### src/rtl/pcs_pkg.sv
package pcs_pkg;
    localparam int NUM_CS     = 7;
    localparam int UNUSED_CS  = 4;
    localparam int WAIT_W     = 4;

    typedef enum logic {
        SEQ_IDLE = 1'b0,
        SEQ_BUSY = 1'b1
    } seq_st_e;

    // Uneven wait set for the low selects: 0,1,2,3,5,7,9,15
    function automatic logic [WAIT_W-1:0] lo_wait(input logic [2:0] code);
        logic [WAIT_W-1:0] w;
        if (!code[2])
            w = {2'b00, code[1:0]};
        else if (code == 3'd7)
            w = 4'd15;
        else
            w = {code, 1'b0} - 4'd3;
        return w;
    endfunction

    function automatic logic [WAIT_W-1:0] hi_wait(input logic [1:0] code);
        return {2'b00, code};
    endfunction
endpackage

### src/rtl/pcs_cfg.sv
module pcs_cfg
    import pcs_pkg::*;
#(
    parameter int ADDR_W = 16,
    parameter int BLK_W  = 7
) (
    input  logic                 clk,
    input  logic                 rst_n,
    input  logic                 reg_sel,
    input  logic                 reg_wr,
    input  logic                 reg_rd,
    input  logic [ADDR_W-1:0]    reg_wdata,
    output logic [ADDR_W-1:0]    reg_rdata,
    output logic [ADDR_W-BLK_W-4:0] base_o,
    output logic [2:0]           lo_code_o,
    output logic [1:0]           hi_code_o,
    output logic                 en_o
);
    localparam int BASE_LSB = BLK_W + 3;
    localparam int BASE_W   = ADDR_W - BASE_LSB;
    localparam logic [ADDR_W-1:0] BASE_MASK =
        {{BASE_W{1'b1}}, {(BASE_LSB-3){1'b0}}, 3'b111};
    localparam logic [ADDR_W-1:0] AUX_MASK = {{(ADDR_W-2){1'b0}}, 2'b11};

    typedef struct packed {
        logic [ADDR_W-1:0] base_reg;
        logic [ADDR_W-1:0] aux_reg;
        logic              seen_base;
        logic              seen_aux;
    } cfg_t;

    cfg_t cfg_d, cfg_q;

    always_comb begin
        cfg_d = cfg_q;
        if (reg_wr || reg_rd) begin
            if (reg_sel) cfg_d.seen_aux  = 1'b1;
            else         cfg_d.seen_base = 1'b1;
        end
        if (reg_wr) begin
            if (reg_sel) cfg_d.aux_reg  = reg_wdata & AUX_MASK;
            else         cfg_d.base_reg = reg_wdata & BASE_MASK;
        end
    end

    always_ff @(posedge clk or negedge rst_n) begin
        if (!rst_n) cfg_q <= '0;
        else        cfg_q <= cfg_d;
    end

    assign reg_rdata = reg_sel ? cfg_q.aux_reg : cfg_q.base_reg;
    assign base_o    = cfg_q.base_reg[ADDR_W-1:BASE_LSB];
    assign lo_code_o = cfg_q.base_reg[2:0];
    assign hi_code_o = cfg_q.aux_reg[1:0];
    assign en_o      = cfg_q.seen_base & cfg_q.seen_aux;


    en_sticky_chk: assert property (@(posedge clk) disable iff (!rst_n)
        en_o |=> en_o);


    en_needs_access_chk: assert property (@(posedge clk) disable iff (!rst_n)
        (!en_o && !reg_wr && !reg_rd) |=> !en_o);
endmodule

### src/rtl/pcs_decode.sv
module pcs_decode
    import pcs_pkg::*;
#(
    parameter int ADDR_W = 16,
    parameter int BLK_W  = 7
) (
    input  logic [ADDR_W-BLK_W-1:0] blk_addr,
    input  logic [ADDR_W-BLK_W-4:0] base,
    output logic [NUM_CS-1:0]       hit
);
    localparam int HI_W = ADDR_W - BLK_W;

    logic       in_region;
    logic [2:0] blk_num;

    assign in_region = (blk_addr[HI_W-1:3] == base);
    assign blk_num   = blk_addr[2:0];

    for (genvar i = 0; i < NUM_CS; i++) begin : g_hit
        if (i == UNUSED_CS) begin : g_absent
            assign hit[i] = 1'b0;
        end else begin : g_present
            assign hit[i] = in_region && (blk_num == 3'(i));
        end
    end
endmodule

### src/rtl/pcs_seq.sv
module pcs_seq
    import pcs_pkg::*;
(
    input  logic              clk,
    input  logic              rst_n,
    input  logic              strb,
    input  logic              en,
    input  logic [NUM_CS-1:0] hit,
    input  logic [2:0]        lo_code,
    input  logic [1:0]        hi_code,
    output logic [NUM_CS-1:0] cs_n,
    output logic              rdy
);
    typedef struct packed {
        seq_st_e           st;
        logic [NUM_CS-1:0] sel;
        logic [WAIT_W-1:0] cnt;
        logic              rdy;
    } seq_t;

    seq_t seq_d, seq_q;
    logic [WAIT_W-1:0] wait_pick;

    always_comb begin
        wait_pick = (|hit[3:0]) ? lo_wait(lo_code) : hi_wait(hi_code);
        seq_d     = seq_q;
        case (seq_q.st)
            SEQ_IDLE: begin
                seq_d.rdy = 1'b0;
                if (strb && en && (|hit)) begin
                    seq_d.st  = SEQ_BUSY;
                    seq_d.sel = hit;
                    seq_d.cnt = wait_pick;
                    seq_d.rdy = (wait_pick == '0);
                end
            end
            default: begin
                if (seq_q.rdy) begin
                    seq_d.st  = SEQ_IDLE;
                    seq_d.sel = '0;
                    seq_d.cnt = '0;
                    seq_d.rdy = 1'b0;
                end else begin
                    seq_d.cnt = seq_q.cnt - 1'b1;
                    seq_d.rdy = (seq_q.cnt == WAIT_W'(1));
                end
            end
        endcase
    end

    always_ff @(posedge clk or negedge rst_n) begin
        if (!rst_n) seq_q <= '{st: SEQ_IDLE, sel: '0, cnt: '0, rdy: 1'b0};
        else        seq_q <= seq_d;
    end

    assign cs_n = ~seq_q.sel;
    assign rdy  = seq_q.rdy;


    cs_onehot_chk: assert property (@(posedge clk) disable iff (!rst_n)
        $onehot0(~cs_n));


    cs4_idle_chk: assert property (@(posedge clk) disable iff (!rst_n)
        cs_n[UNUSED_CS]);


    rdy_release_chk: assert property (@(posedge clk) disable iff (!rst_n)
        rdy |=> ((&cs_n) && !rdy));


    rdy_needs_cs_chk: assert property (@(posedge clk) disable iff (!rst_n)
        rdy |-> !(&cs_n));


    busy_hold_chk: assert property (@(posedge clk) disable iff (!rst_n)
        (!(&cs_n) && !rdy) |=> $stable(cs_n));


    no_cs_disabled_chk: assert property (@(posedge clk) disable iff (!rst_n)
        !en |=> (&cs_n));
endmodule

### src/rtl/pcs_gen.sv
module pcs_gen
    import pcs_pkg::*;
#(
    parameter int ADDR_W = 16,
    parameter int BLK_W  = 7
) (
    input  logic                    clk,
    input  logic                    rst_n,
    input  logic                    reg_sel,
    input  logic                    reg_wr,
    input  logic                    reg_rd,
    input  logic [ADDR_W-1:0]       reg_wdata,
    output logic [ADDR_W-1:0]       reg_rdata,
    input  logic                    bus_strb,
    input  logic [ADDR_W-BLK_W-1:0] bus_blk_addr,
    output logic [NUM_CS-1:0]       pcs_n,
    output logic                    bus_rdy
);
    localparam int BASE_W = ADDR_W - BLK_W - 3;

    logic [BASE_W-1:0] base;
    logic [2:0]        lo_code;
    logic [1:0]        hi_code;
    logic              en;
    logic [NUM_CS-1:0] hit;

    pcs_cfg #(.ADDR_W(ADDR_W), .BLK_W(BLK_W)) u_cfg (
        .clk       (clk),
        .rst_n     (rst_n),
        .reg_sel   (reg_sel),
        .reg_wr    (reg_wr),
        .reg_rd    (reg_rd),
        .reg_wdata (reg_wdata),
        .reg_rdata (reg_rdata),
        .base_o    (base),
        .lo_code_o (lo_code),
        .hi_code_o (hi_code),
        .en_o      (en)
    );

    pcs_decode #(.ADDR_W(ADDR_W), .BLK_W(BLK_W)) u_dec (
        .blk_addr (bus_blk_addr),
        .base     (base),
        .hit      (hit)
    );

    pcs_seq u_seq (
        .clk     (clk),
        .rst_n   (rst_n),
        .strb    (bus_strb),
        .en      (en),
        .hit     (hit),
        .lo_code (lo_code),
        .hi_code (hi_code),
        .cs_n    (pcs_n),
        .rdy     (bus_rdy)
    );
endmodule

### config.mk
export PLATFORM = sky130hd
export DESIGN_NAME = pcs_gen
export DESIGN_NICKNAME = d
export VERILOG_FILES = /design/src/rtl/pcs_pkg.sv /design/src/rtl/pcs_cfg.sv /design/src/rtl/pcs_decode.sv /design/src/rtl/pcs_seq.sv /design/src/rtl/pcs_gen.sv
export SDC_FILE = /design/constraint.sdc
export NUM_CORES = 1
export LEC_CHECK = 0
export BUFFER_PORTS_ARGS = -buffer_cell sky130_fd_sc_hd__buf_2
export CAP_MARGIN = 20
export CORE_MARGIN = 2
export CORE_UTILIZATION = 52
export DETAILED_ROUTE_END_ITERATION = 8
export PLACE_DENSITY = 0.91
export SYNTH_ARGS = -nofsm -noshare
export SYNTH_HDL_FRONTEND = slang
export SYNTH_SLANG_ARGS = --single-unit
### constraint.sdc
create_clock -name clk -period 4.1 [get_ports clk]
set_clock_uncertainty 0.05 [all_clocks]
set_input_delay 0.615 -clock clk [delete_from_list [all_inputs] [get_ports clk]]
set_output_delay 0.615 -clock clk [all_outputs]
set_load 0.1 [all_outputs]
==> Yosys cells after proc, flatten, opt, wreduce, memory -nomap -nowiden <==
Index checks and enable logic that the tools add are counted.
Widths: inputs -> output; s select.
{ "totals": {"inputBits": 31, "out_inout_bits": 24, "ramBits": 0, "mem_bits_ro": 0, "reg_bits": 26, "mem_count": 0, "latchBits": 0} }
{ "classes": {"bitwise": 3, "reduce_logical": 19, "n_shift": 0, "multipliers": 0, "eq_ne": 9, "div": 0, "add_sub_neg": 2, "magnitude_cmp": 0, "muxes": 8} }
{ "op_table": {"columns": ["op", "count"], "rows": [
  ["$mux 13", 2],
  ["$mux 16", 1],
  ["$mux 4", 3],
  ["$reduce_and 2->1", 5],
  ["$eq 3x3->1 const B", 3],
  ["$logic_and 1x1->1", 8],
  ["$mux 8", 1],
  ["$not 7->7", 1],
  ["$eq 3x2->1 const B", 2],
  ["$eq 6x6->1", 1],
  ["$reduce_or 6->1", 1],
  ["$mux 5", 1],
  ["$eq 4x1->1 const B", 1],
  ["$logic_not 4->1", 1],
  ["$reduce_or 4->1", 1],
  ["$sub 4x1->4 const B", 1],
  ["$sub 4x2->4 const B", 1],
  ["$eq 3x1->1 const B", 1],
  ["$logic_not 3->1", 1],
  ["$ne 2x2->1 const B", 1],
  ["$reduce_bool 2->1", 1],
  ["$and 1x1->1", 1],
  ["$logic_or 1x1->1", 1],
  ["$not 1->1", 1]
]} }

==> Logic depth before layout (Yosys ltp) <==
{ "logic_depth": {"ltp_word": 7, "depth_mapped": 7} }

==> Modules after synthesis <==
A second synthesis with hierarchy kept.
{ "unflattened": {"cells_unflattened": 166, "hier_area_um2": 1627.8} }
{ "by_module_without_submodules": {"columns": ["module", "area_per_inst_um2", "instances", "cells_each"], "rows": [
  ["pcs_cfg", 753.2, 1, 61],
  ["pcs_seq", 732.0, 1, 84],
  ["pcs_decode", 142.6, 1, 21]
]} }

==> Least setup slack after synthesis <==
Ideal clock, no wire load.
{ "synth_path": {"path_kind": "in2out", "startpoint": "in reg_sel", "endpoint": "out reg_rdata[0]", "cell_stages": 2, "t_arrival_ps": 2923, "path_buffers": 1, "setup_slack_ps": 512, "t_required_ps": 3435, "cell_sequence": "buf_1 > o21ai_0"} }
{ "synth_between": {"elab_chain_len": 1} }
{ "synth_lines": {"columns": ["item", "line", "source"], "rows": [
  ["from (decl)", "pcs_gen.sv:9", "input logic reg_sel,"],
  ["$mux 16", "pcs_cfg.sv:51", "assign reg_rdata = reg_sel ? cfg_q.aux_reg : cfg_q.base_reg;"],
  ["to (decl)", "pcs_gen.sv:13", "output logic [ADDR_W-1:0] reg_rdata,"]
]} }
No other way between the ends.

==> Worst setup path in the final report <==
{ "layout_path": {"startpoint": "in reg_sel", "endpoint": "out reg_rdata[1]"} }
Same word-level chain as after synthesis.

==> results.toml <==
[route]
vias = 1087
drt-initial-drc-count = 41
postRouteAntennaNets = 0
drt-total-wl_um = 2660
drc_errors = 0
wire_per_inst_um = 12.7
first_pass_iters = 4
vias_per_cell = 5.18

[synthesis]
yosysWarnings = 0
syn_inst = 143
yosys.cell_types.count = 40
synth-edff-count = 0
synth_top_flop_cell = "dfrtp_1"
async_flop_share = 1.00
syn_avg_cell_area_um2 = 10.1
synth-seq-area-share = 0.432
synth_seq_cells = 25
synth_area_mm2 = 0.00145

[placed_design]
dpl_cell_area_mm2 = 0.00162
dp_slack_ns = 1.73
place_hpwl_um = 2010
routabilityCongestion = 0.849
placed_cells = 206
portBuffers = 39

[setup_path]
slowest_delay_ns = 0.36
crit_arrival_ns = 1.50
reg2reg_to = "u_seq.seq_q[5]"
r2r_start = "u_cfg.base_o[3]"
crit_path_start_kind = "input port"
critPathMaxFanout = 14
critPathKind = "in2out"
reg2reg_slack_ns = 2.02
crit_chain = "buf_2 -> mux2_2 -> buf_2"
r2r_cells = 4
required_ns = 3.43
endpoint_kind = "output port"
cpMostUsedCell = "buf_2"
crit_path_top_delay_cell = "mux2_2"
critPathBufInv = 2
path_delay_family = "buffers and inverters"

[timing]
grt_setup_unrepaired = "false"
setup_slack_ns = 1.93
post-route-min-period_ns = 2.17
setup_violations = 0
fmax_mhz = 461
slew_headroom = 0.486
hold_ws_ns = 0.207
worst_slew_pin_slew_ns = 0.770
fin_setup_tns_ns = 0
slew_violations = 0
final_hold_viol_count = 0
finalCritPeriodShare = 0.529

[outcome]
outcome = "finished, final reports clean"

[final_layout]
antenna_cells = 0
multiInputGateArea_um2 = 717
post-route-cell-area_mm2 = 0.00164
register_area_um2 = 626
final_nets = 213
drive_above_1_share = 0.358
syn_to_final_growth_pct = 13.5
finalNonFillerCells = 210
fillers = 238

[global_routing]
grt_pass1_vias = 1076
antenna_found_initial = 0
grt_util_all_layers = 0.173
grt_max_degree = 26
grt_overflow_total = 0
grt_pass1_wl_um = 4440

[floorplanning]
core-area_mm2 = 0.00271
start_util = 0.535
die_area_mm2 = 0.00322
rows = 19
die_x_um = 56.8
ios = 55
die_y_um = 56.8

[clock_network]
cts_tree = "yes"
cts-root-buf = "clkbuf_4"
htreeDepth = 1
cts.hold.buffers_added = 0
cts_sinks = 25
numCtsBuffers = 3
cts-resized-gates = 0
post_cts_buffers = 0
clk_latency_ns = 0.32
clk_pin_slew_ns = 0.13
cts_buffer_depth = 2

[job]
drv_cap = 0

[power]
ir_worst_vdd_uv = 335
leakage_nw = 0.791
powerDensity_mw_per_mm2 = 493

[worst_hold_path]
holdCritPathClass = "in2async"
## cells in the mapped netlist (all sizes together), types with 3 or more instances
library cell / count / area (um^2)
nor2b: 9 / 56.3
buf: 10 / 75.1
nand3b: 3 / 22.5
dfrtp: 25 / 626
nand3: 6 / 30.0
clkbuf: 3 / 12.5
mux2i: 3 / 30.0
o21ai: 11 / 70.1
mux2: 11 / 124
nand2: 9 / 33.8
inv: 11 / 41.3
nor2: 8 / 30.0
nor3: 3 / 20.0
xor2: 6 / 52.6
## cell usage in the layout (no fill, tap or decap), drive strengths merged, types with 3 or more instances in the layout
cell,count
buf,39
mux2,11
conb,8
nor3,3
dfrtp,25
nand3b,3
o21ai,11
nand3,6
mux2i,3
nand2,9
nor2b,9
inv,11
clkbuf,4
nor2,8
xor2,6
## per-layer routing
metal	vias up	share of wire	global-route usage
met5	-	0	0
met4	0	0.0094	0.0731
met3	3	0.065	0.0415
met2	40	0.47	0.291
met1	498	0.46	0.210
li1	546	-	-
## worst max path at each step
stage | cells after the start | slack, ns | from | end
floorplan | 2 | 0.51 | reg_sel | reg_rdata[0]
global placement | 5 | 1.78 | bus_blk_addr[5] | u_seq.seq_q[6]
detailed placement | 5 | 1.73 | bus_blk_addr[5] | u_seq.seq_q[5]
CTS | 3 | 1.93 | reg_sel | reg_rdata[1]
global route | 3 | 1.89 | reg_sel | reg_rdata[1]
finish | 3 | 1.93 | reg_sel | reg_rdata[1]
## flip-flops by register name, indices dropped and copies added, names as in the netlist
register / cells
u_seq.rdy: 1
u_cfg.hi_code_o: 2
u_cfg.base_o: 6
u_cfg.lo_code_o: 3
u_seq.seq_q: 11
u_cfg.cfg_q: 2
## metrics by stage
step / power (W) / utilization
2_1_floorplan: 0.000642 / -
5_1_grt: 0.000851 / 0.607
4_1_cts: 0.000816 / 0.607
3_5_place_dp: 0.000704 / 0.597
3_3_place_gp: 0.000695 / 0.597
6_report: 0.000811 / 0.607
## report_power, final
group / leakage, nW / switching, W / total [W] / internal, W
registers: 0.308 / 0.0000431 / 0.000333 / 0.000290
clock network: 0.0150 / 0.0000735 / 0.000112 / 0.0000382
logic: 0.468 / 0.000267 / 0.000366 / 0.0000988
## final cells by class
type,instances,share of cell area
Tap cell,31,0.0236
Multi-Input combinational cell,100,0.436
Timing Repair Buffer,39,0.119
Sequential cell,25,0.381
Inverter,11,0.0251
Clock buffer,4,0.0160
## cells by family after synthesis
kind of cell,count (synthesis),share of synthesized area
compound gates,23,0.124
xor+xnor,7,0.0423
fa+ha+maj,2,0.0173
buf+inv,24,0.0889
flops,25,0.432
mux,14,0.106
other cells,2,0.00518
simple gates,46,0.184
Note: power is estimated with default switching activity, not from simulation.
